--- src/rtl/lirq_pkg.sv ---
package lirq_pkg;
    localparam int LIRQ_NCORE = 4;
    localparam int LIRQ_NTMR  = 4;
    localparam int LIRQ_NMBX  = 4;
    localparam int LIRQ_AW    = 6;
    localparam int LIRQ_DW    = 32;

    // byte addresses of the register banks
    localparam int TMR_BASE  = 'h00;
    localparam int MBX_BASE  = 'h10;
    localparam int ROUTE_SET = 'h20;
    localparam int ROUTE_CLR = 'h24;
    localparam int PEND_BASE = 'h30;

    function automatic bit lirq_in_bank(input int a, input int base, input int ncore);
        return (a >= base) && (a < base + 4 * ncore) && ((a % 4) == 0);
    endfunction

    function automatic bit lirq_is_mapped(input int a, input int ncore);
        return lirq_in_bank(a, TMR_BASE, ncore) || lirq_in_bank(a, MBX_BASE, ncore) ||
               lirq_in_bank(a, PEND_BASE, ncore) || (a == ROUTE_SET) || (a == ROUTE_CLR);
    endfunction
endpackage

--- src/rtl/lirq_regfile.sv ---
module lirq_regfile
    import lirq_pkg::*;
#(
    parameter int NCORE = LIRQ_NCORE,
    parameter int NTMR  = LIRQ_NTMR,
    parameter int NMBX  = LIRQ_NMBX,
    parameter int AW    = LIRQ_AW,
    parameter int DW    = LIRQ_DW,
    parameter int PW    = NTMR + NMBX + 2
) (
    input  logic                  clk,
    input  logic                  rst_n,
    input  logic                  bus_req,
    input  logic                  bus_we,
    input  logic [AW-1:0]         bus_addr,
    input  logic [DW-1:0]         bus_wdata,
    input  logic [NCORE*PW-1:0]   pend_flat,
    output logic [NCORE*NTMR-1:0] tmr_en,
    output logic [NCORE*NMBX-1:0] mbx_en,
    output logic [NCORE-1:0]      route,
    output logic [DW-1:0]         bus_rdata
);
    localparam int USEW = (NTMR > NMBX) ? ((NTMR > NCORE) ? NTMR : NCORE)
                                        : ((NMBX > NCORE) ? NMBX : NCORE);

    logic [NTMR-1:0]  tmr_en_q [NCORE];
    logic [NMBX-1:0]  mbx_en_q [NCORE];
    logic [NCORE-1:0] route_q;
    logic [DW-1:0]    rdata_q;
    logic [DW-1:0]    rd_next;
    logic             wr_hit;
    logic             rd_hit;
    logic             unused_wdata;

    assign wr_hit       = bus_req && bus_we;
    assign rd_hit       = bus_req && !bus_we;
    assign unused_wdata = ^bus_wdata[DW-1:USEW];

    always_ff @(posedge clk) begin
        if (!rst_n) begin
            for (int c = 0; c < NCORE; c++) begin
                tmr_en_q[c] <= '0;
                mbx_en_q[c] <= '0;
            end
            route_q <= '0;
        end else if (wr_hit) begin
            for (int c = 0; c < NCORE; c++) begin
                if (bus_addr == AW'(TMR_BASE + 4 * c)) tmr_en_q[c] <= bus_wdata[NTMR-1:0];
                if (bus_addr == AW'(MBX_BASE + 4 * c)) mbx_en_q[c] <= bus_wdata[NMBX-1:0];
            end
            if (bus_addr == AW'(ROUTE_SET)) route_q <= route_q | bus_wdata[NCORE-1:0];
            if (bus_addr == AW'(ROUTE_CLR)) route_q <= route_q & ~bus_wdata[NCORE-1:0];
        end
    end

    always_comb begin
        rd_next = '0;
        for (int c = 0; c < NCORE; c++) begin
            if (bus_addr == AW'(TMR_BASE + 4 * c))  rd_next[NTMR-1:0] = tmr_en_q[c];
            if (bus_addr == AW'(MBX_BASE + 4 * c))  rd_next[NMBX-1:0] = mbx_en_q[c];
            if (bus_addr == AW'(PEND_BASE + 4 * c)) rd_next[PW-1:0]   = pend_flat[c*PW +: PW];
        end
        if (bus_addr == AW'(ROUTE_SET) || bus_addr == AW'(ROUTE_CLR))
            rd_next[NCORE-1:0] = route_q;
    end

    always_ff @(posedge clk) begin
        if (!rst_n)      rdata_q <= '0;
        else if (rd_hit) rdata_q <= rd_next;
    end

    genvar g;
    generate
        for (g = 0; g < NCORE; g++) begin : g_flat
            assign tmr_en[g*NTMR +: NTMR] = tmr_en_q[g];
            assign mbx_en[g*NMBX +: NMBX] = mbx_en_q[g];
        end
    endgenerate

    assign route     = route_q;
    assign bus_rdata = rdata_q;
endmodule

--- src/rtl/lirq_core_pend.sv ---
module lirq_core_pend #(
    parameter int NTMR = 4,
    parameter int NMBX = 4,
    parameter int PW   = NTMR + NMBX + 2
) (
    input  logic            clk,
    input  logic            rst_n,
    input  logic [NTMR-1:0] tmr_lvl,
    input  logic [NTMR-1:0] tmr_en,
    input  logic [NMBX-1:0] mbx_lvl,
    input  logic [NMBX-1:0] mbx_en,
    input  logic            fast_lvl,
    input  logic            pmu_lvl,
    input  logic            pmu_route,
    output logic [PW-1:0]   pend,
    output logic            irq
);
    localparam int MBX_LSB  = NTMR;
    localparam int FAST_BIT = NTMR + NMBX;
    localparam int PMU_BIT  = FAST_BIT + 1;

    logic [PW-1:0] pend_next;
    logic [PW-1:0] pend_q;

    always_comb begin
        pend_next                    = '0;
        pend_next[NTMR-1:0]          = tmr_lvl & tmr_en;
        pend_next[MBX_LSB +: NMBX]   = mbx_lvl & mbx_en;
        pend_next[FAST_BIT]          = fast_lvl;
        pend_next[PMU_BIT]           = pmu_lvl & pmu_route;
    end

    always_ff @(posedge clk) begin
        if (!rst_n) pend_q <= '0;
        else        pend_q <= pend_next;
    end

    assign pend = pend_q;
    assign irq  = |pend_q;
endmodule

--- src/rtl/lirq_router.sv ---
module lirq_router
    import lirq_pkg::*;
#(
    parameter int NCORE = LIRQ_NCORE,
    parameter int NTMR  = LIRQ_NTMR,
    parameter int NMBX  = LIRQ_NMBX,
    parameter int AW    = LIRQ_AW,
    parameter int DW    = LIRQ_DW
) (
    input  logic                  clk,
    input  logic                  rst_n,
    input  logic                  bus_req,
    input  logic                  bus_we,
    input  logic [AW-1:0]         bus_addr,
    input  logic [DW-1:0]         bus_wdata,
    output logic [DW-1:0]         bus_rdata,
    input  logic [NCORE*NTMR-1:0] tmr_irq,
    input  logic [NCORE*NMBX-1:0] mbx_irq,
    input  logic                  gpu_fast,
    input  logic                  pmu_irq,
    output logic [NCORE-1:0]      core_irq
);
    localparam int PW = NTMR + NMBX + 2;

    logic [NCORE*NTMR-1:0] tmr_en;
    logic [NCORE*NMBX-1:0] mbx_en;
    logic [NCORE-1:0]      pmu_route;
    logic [NCORE*PW-1:0]   pend_flat;

    lirq_regfile #(
        .NCORE(NCORE), .NTMR(NTMR), .NMBX(NMBX), .AW(AW), .DW(DW), .PW(PW)
    ) u_regs (
        .clk      (clk),
        .rst_n    (rst_n),
        .bus_req  (bus_req),
        .bus_we   (bus_we),
        .bus_addr (bus_addr),
        .bus_wdata(bus_wdata),
        .pend_flat(pend_flat),
        .tmr_en   (tmr_en),
        .mbx_en   (mbx_en),
        .route    (pmu_route),
        .bus_rdata(bus_rdata)
    );

    genvar c;
    generate
        for (c = 0; c < NCORE; c++) begin : g_core
            logic fast_c;
            if (c == 0) begin : g_fast
                assign fast_c = gpu_fast;
            end else begin : g_nofast
                assign fast_c = 1'b0;
            end

            lirq_core_pend #(.NTMR(NTMR), .NMBX(NMBX), .PW(PW)) u_pend (
                .clk      (clk),
                .rst_n    (rst_n),
                .tmr_lvl  (tmr_irq[c*NTMR +: NTMR]),
                .tmr_en   (tmr_en[c*NTMR +: NTMR]),
                .mbx_lvl  (mbx_irq[c*NMBX +: NMBX]),
                .mbx_en   (mbx_en[c*NMBX +: NMBX]),
                .fast_lvl (fast_c),
                .pmu_lvl  (pmu_irq),
                .pmu_route(pmu_route[c]),
                .pend     (pend_flat[c*PW +: PW]),
                .irq      (core_irq[c])
            );
        end
    endgenerate
endmodule

--- config.mk ---
export PLATFORM = sky130hd
export DESIGN_NAME = lirq_router
export DESIGN_NICKNAME = d
export VERILOG_FILES = /design/src/rtl/lirq_pkg.sv /design/src/rtl/lirq_regfile.sv /design/src/rtl/lirq_core_pend.sv /design/src/rtl/lirq_router.sv
export SDC_FILE = /design/constraint.sdc
export NUM_CORES = 1
export LEC_CHECK = 0
export BUFFER_PORTS_ARGS = -buffer_cell sky130_fd_sc_hd__buf_4
export CAP_MARGIN = 40
export CORE_MARGIN = 4
export CORE_UTILIZATION = 53
export DETAILED_ROUTE_END_ITERATION = 8
export PLACE_DENSITY = 0.93
export SETUP_SLACK_MARGIN = 0.2
export SKIP_CTS_REPAIR_TIMING = 1
export SYNTH_ARGS = -nofsm -noshare
export SYNTH_HDL_FRONTEND = slang
export SYNTH_SLANG_ARGS = --single-unit
--- constraint.sdc ---
create_clock -name clk -period 3.5 [get_ports clk]
set_input_delay 0.525 -clock clk [delete_from_list [all_inputs] [get_ports clk]]
set_output_delay 0.525 -clock clk [all_outputs]
set_load 0.01 [all_outputs]
==> impl_results.md, run 1 <==
- CTS tree: done
- Synth cell count leaders: dfxtp_1, and3_1, and2_1
- CTS root buf: clkbuf_8
- Distinct cells, synth: 48
- Total GRT Usage: 23.6%
- Worst Path Arrival: 2050 ps
- RD Place Congestion: 0.920
- Routed wire per std cell: 19.4 um
- First-pass GRT wire length: 15,500 um
- Post-route cell area: 4420 sq um
- CTS H-tree lvls: 3
- DP Area: 4180 sq um
- Max transition margin: 39.0%
- DR vias/cell: 6.06
- Fmax: 489 MHz
- Routed WL: 10,100 um
- R2R Path Start: u_regs.tmr_en_q[2][3]
- Reg-to-reg endpoint: u_regs.bus_rdata[3]
- Cells after synthesis: 370
- Power Density: 475 nW/um^2
- Main synth FF type: dfxtp_1
- Hold Violations, Final: 0
- Initial core utilization: 55.2%
- Worst R2R Setup Slack: 2100 ps
- Min-Delay Startpoint: gpu_fast
- Worst-Margin Slew: 907 ps
- CP Launch Type: input pin
- Worst Setup EP: u_regs.tmr_en_q[3][3]
- Setup TNS: 0 ps
- Die Height: 92.8 um
- HPWL after detailed placement: 7260 um
- Cts bufs inserted: 9
- Clk slew on worst S/H paths: 80 ps
- Residual DRC: 0
- Place WS: 1190 ps
- Core area: 6910 sq um
- Most numerous cell in the Yosys netlist: dfxtp_1
- Worst hold path type: input pin to flop
- Max capacitance violation total: 0
- Worst-skew pair later-pin latency: 360 ps
- Area contributors post-synth: dfxtp_1, edfxtp_1, and3_1, and2_1, buf_4
- Syn Std Cell Area: 3810 sq um
- Crit path cell chain: buf_4, nor3b_2, nand2_1, o21ai_0
- Initial DRC count: 395
- RSZ-0062 raised after global routing: false
- Setup CP Type: input pin to flop
- Synth Warn #: 0
- Site Rows: 30
- Vias in the first global route: 3,053
- Yosys top cell area share: 26.8%
- Initial antenna violation count: 0
- Largest net degree at the start of global routing: 57
- # IOs: 112
- Fin Clk Skew: 7.62 ps
- Sequential-to-total area share from yosys stat: 52.0%
- Critical Path RT: 3500 ps
- Final setup violating endpoints: 0
- Slew Limit Fails: 0
- CP max stage cell: o21ai_0
- R2R cell count: 5
- #FFs+latches synth: 83
- Peak supply drop: 0.225 mV
- Async SR Flop Fraction: 0%
- Status: completed
- Clk sinks: 83
- Pleak: 0.00179 uW
- Clk buf depth: 2
- Final setup margin: 1460 ps
- DRT antenna net count: 0
- Layout cells sized above 1: 21.0%
- Number of flops mapped to enable cells by yosys: 32
- Area growth, synth to finish: 16.0%
- Die area: 8610 sq um
- GRT overflow: 0
- Worst path max stage delay: 550 ps
- Synth area leader: dfxtp_1
- Port Buffers: 61
- Nets: 495
- DRT Pass-1 Iters: 5
- Max FO, Critical Path: 9
- Die Width: 92.8 um
- Worst Setup End Kind: flop
- Antenna cell count: 0
- Vias post-DR: 3,149
- Fill count: 546
- Final worst path period need: 2040 ps
- Worst setup startpoint: bus_addr[1]
- Ratio of final minimum period to clock period: 58.4%
- Synthesized area per cell: 10.3 sq um
==> metrics by stage <==
step                utilization, %  cells  hold slack [ps]  power [uW]
floorplan                        -    391              448        1210
detailed placement            60.5    504              455        1290
global placement              60.5    504              450        1280
global route                  64.0    520              376        2150
CTS                           64.0    520              366        2090
finish                        64.0    520              373        2100
==> cell families (layout without fill, tap and decap cells) <==
group,count (synthesis),count (layout),synth area share [%]
muxes,4,4,1.05
DFF,83,83,52.0
other,1,22,0.0984
and+or+nand+nor,148,148,23.7
buffers and inverters,46,79,7.81
AOI/OAI and AO/OA,88,88,15.3
==> critical path: cells and delay by family <==
family / cells / cell delay, ps
AND/OR/NAND/NOR: 2 / 820
buffers and inverters: 1 / 140
AO/OA/AOI/OAI: 1 / 550
==> power breakdown <==
part / switching [uW] / total (uW) / internal (uW)
clock network: 352 / 825 / 473
logic: 116 / 204 / 88.3
registers: 27.3 / 1070 / 1040
==> worst min-delay path by stage <==
stage	endpoint	slack, ps	cells after the start
2_1_floorplan	u_regs.bus_rdata[8]	450	2
3_3_place_gp	u_regs.bus_rdata[8]	450	2
3_5_place_dp	u_regs.bus_rdata[8]	450	2
4_1_cts	g_core[0].u_pend.pend[8]	370	2
5_1_grt	g_core[0].u_pend.pend[8]	380	2
6_report	g_core[0].u_pend.pend[8]	370	2
==> state kept, by name, summed over array words and instances (netlist names), named ones only <==
name	flops
u_regs.mbx_en_q	16
u_regs.bus_rdata	10
u_regs.tmr_en_q	16
g_core.u_pend.pend	37
==> cell usage in the layout (no fill, tap or decap), drive strengths merged, types with 2 or more instances in the layout <==
cell	n
or3	2
a31oi	9
a21oi	12
a21o	2
dfxtp	51
buf	62
a21boi	2
a22oi	10
conb	22
nand2b	7
clkinv	2
nor2b	6
a211oi	2
nor2	18
or4	2
clkbuf	9
o21ai	23
mux2i	4
a311oi	4
or4b	2
nand4	2
and3	36
nand2	11
a2bb2oi	3
nor3	8
nor3b	2
edfxtp	32
nand3	9
bufinv	3
o221ai	5
nor4	6
inv	2
o22ai	5
nor4b	2
and2	34
o211ai	7
==> layer usage <==
metal / GRT usage, % / share of wire, % / vias up
li1: - / - / 1422
met1: 27.6 / 37 / 1468
met2: 40.1 / 48 / 214
met3: 3.49 / 9.1 / 45
met4: 15.1 / 5.1 / 0
met5: 0 / 0 / -
==> area by class of cell <==
| cell class | instances | area [sq um] | area share [%] |
|---|---|---|---|
| tap | 96 | 120 | 2.72 |
| multi-input combinational | 262 | 1610 | 36.4 |
| inverter | 1 | 3.75 | 0.0849 |
| timing repair buffer | 62 | 465 | 10.5 |
| clock inverter | 7 | 115 | 2.60 |
| sequential | 83 | 1980 | 44.8 |
| clock buffer | 9 | 124 | 2.80 |
Note: power is estimated with default switching activity, not from simulation.
==> run 2: changes to the inputs <==
- CORE_UTILIZATION: 53 -> 47
- PLACE_DENSITY: 0.93 -> 0.88
- clock period: 3.5 -> 1.71 ns (I/O delays scaled with it)
==> run 2 against run 1 <==
Clock power up 62%; total power is 91% higher; worst setup slack got worse by 1300 ps; first-iteration DRC count grew 6.8%; register-to-register slack worse by 1700 ps; combinational power increased by 130%; critical path type is now flop to primary output; wire length is 0.20% higher; final cell count is 6.0% higher; sequential power rose by 110%; die area increased by 12%; global-route usage fell by 3.2 points; via count rose by 2.7%.
==> impl_results.md, run 2 (synthesized netlist as in run 1, its figures left out) <==
- Status: completed
- CP top delay family: simple AND/OR/NAND/NOR gates
- Number of flip-flops in the largest register: 37
- Die Width: 98.1 um
- Final worst path period need: 1520 ps
- Fin Clk Skew: 8.41 ps
- Core area: 7810 sq um
- Ratio of final minimum period to clock period: 89.1%
- GRT overflow: 0
- Routed WL: 10,100 um
- Worst R2R Setup Slack: 400 ps
- RSZ-0062 raised after global routing: true
- Clock network power share: 33.3%
- Nets: 520
- CP Launch Type: flop
- First-pass GRT wire length: 15,300 um
- HPWL after detailed placement: 7610 um
- Internal power: 3030 uW
- # IOs: 112
- Worst path bufs/invs: 1
- Critical Path RT: 1450 ps
- Slew Limit Fails: 0
- Worst path depth: 3
- Comb pwr share: 11.8%
- Worst Setup End Kind: primary output
- Multi-input logic area: 1710 sq um
- Cell Count, Final, Fillers Out: 551
- Initial antenna violation count: 0
- Routed wire per std cell: 18.3 um
- Area growth, synth to finish: 22.7%
- Worst path max stage delay: 360 ps
- Clk sinks: 83
- Total GRT Usage: 20.3%
- Power Density: 857 nW/um^2
- Crit path cell chain: nor4_4, nand3_1, buf_4
- Final setup violating endpoints: 0
- R2R Path Start: u_regs.tmr_en_q[1][2]
- RD Place Congestion: 0.874
- Most Crowded Layer GR: met2
- CTS H-tree lvls: 3
- Worst setup startpoint: g_core[0].u_pend.pend[8]
- Post-route cell area: 4680 sq um
- CP max stage cell: dfxtp_4
- Die Height: 98.1 um
- Site Rows: 32
- Hold Violations, Final: 0
- Layout cells sized above 1: 29.2%
- Inst Count DP: 534
- Fill count: 608
- Residual DRC: 0
- Max FO, Critical Path: 2
- Commonest non-fill, non-tap cell in the layout: buf_4
- Die area: 9610 sq um
- Switching fraction of total power: 24.4%
- Worst Path Arrival: 1270 ps
- Most frequent cells in the layout: buf_4, dfxtp_1, and3_1, and2_1, edfxtp_1
- Clk slew on worst S/H paths: 80 ps
- Peak supply drop: 0.321 mV
- DRT antenna net count: 0
- M1 GR Usage: 25.5%
- Seq pwr share: 54.8%
- Net load switching power: 978 uW
- Max capacitance violation total: 0
- Initial DRC count: 422
- Reg-to-reg endpoint: u_regs.bus_rdata[2]
- Worst Setup EP: core_irq[0]
- Cts bufs inserted: 9
- Vias in the first global route: 3,008
- DRT Pass-1 Iters: 8
- CTS root buf: clkbuf_8
- Pleak: 0.00191 uW
- CTS tree: done
- Met3 Track Usage GR: 3.14%
- Antenna cell count: 0
- DR vias/cell: 5.87
- Initial core utilization: 48.8%
- Worst-skew pair later-pin latency: 360 ps
- DP Area: 4420 sq um
- Vias post-DR: 3,234
- Fmax: 656 MHz
- Port Buffers: 61
- Storage cell area: 1990 sq um
- Clk buf depth: 2
- Tot Pwr: 4010 uW
- Worst hold path type: input pin to flop
- Setup CP Type: flop to primary output
- Largest net degree at the start of global routing: 37
- M2 GR Usage: 33.9%
- R2R cell count: 4
## run 2: how the worst min path moves through the flow
stage	slack [ps]	cells past startpoint	startpoint	end
after detailed placement	460	2	u_regs.bus_rdata[8]	u_regs.bus_rdata[8]
after CTS	100	2	gpu_fast	g_core[0].u_pend.pend[8]
after global routing	110	2	gpu_fast	g_core[0].u_pend.pend[8]
final	110	2	gpu_fast	g_core[0].u_pend.pend[8]
after global placement	450	2	u_regs.bus_rdata[8]	u_regs.bus_rdata[8]
after floorplan	370	1	bus_wdata[3]	flop
## run 2: per-layer routing
metal  vias to the layer above  wire length, um
li1                       1478                -
met2                       200             4980
met3                        46              798
met1                      1510             3890
met5                         -                0
met4                         0              437
## run 2: area by class of cell
| class | count | share of cell area (%) |
|---|---|---|
| multi-input cells | 262 | 36.6 |
| repair buffers | 87 | 14.0 |
| flip-flops and latches | 83 | 42.6 |
| clock inverters | 5 | 1.18 |
| clock buffers | 11 | 2.81 |
| well taps | 102 | 2.73 |
| inverters | 1 | 0.0803 |
## run 2: per-stage QoR
stage	TNS [ps]	setup WS (ps)	hold slack, ps	util (%)
final	0	186	108	59.9
after global routing	0	127	108	59.9
after CTS	0	161	105	59.0
after detailed placement	-72.5	-37.5	462	56.6
after global placement	0	14.9	452	56.6
after floorplan	0	157	373	-
## run 2: power groups by stage
stage | Sequential (uW) | Combinational (uW) | Clock [uW]
3_3_place_gp | 2230 | 445 | 0
5_1_grt | 2200 | 513 | 1430
3_5_place_dp | 2230 | 454 | 0
2_1_floorplan | 2210 | 285 | 0
4_1_cts | 2190 | 455 | 1340
6_report | 2200 | 475 | 1340
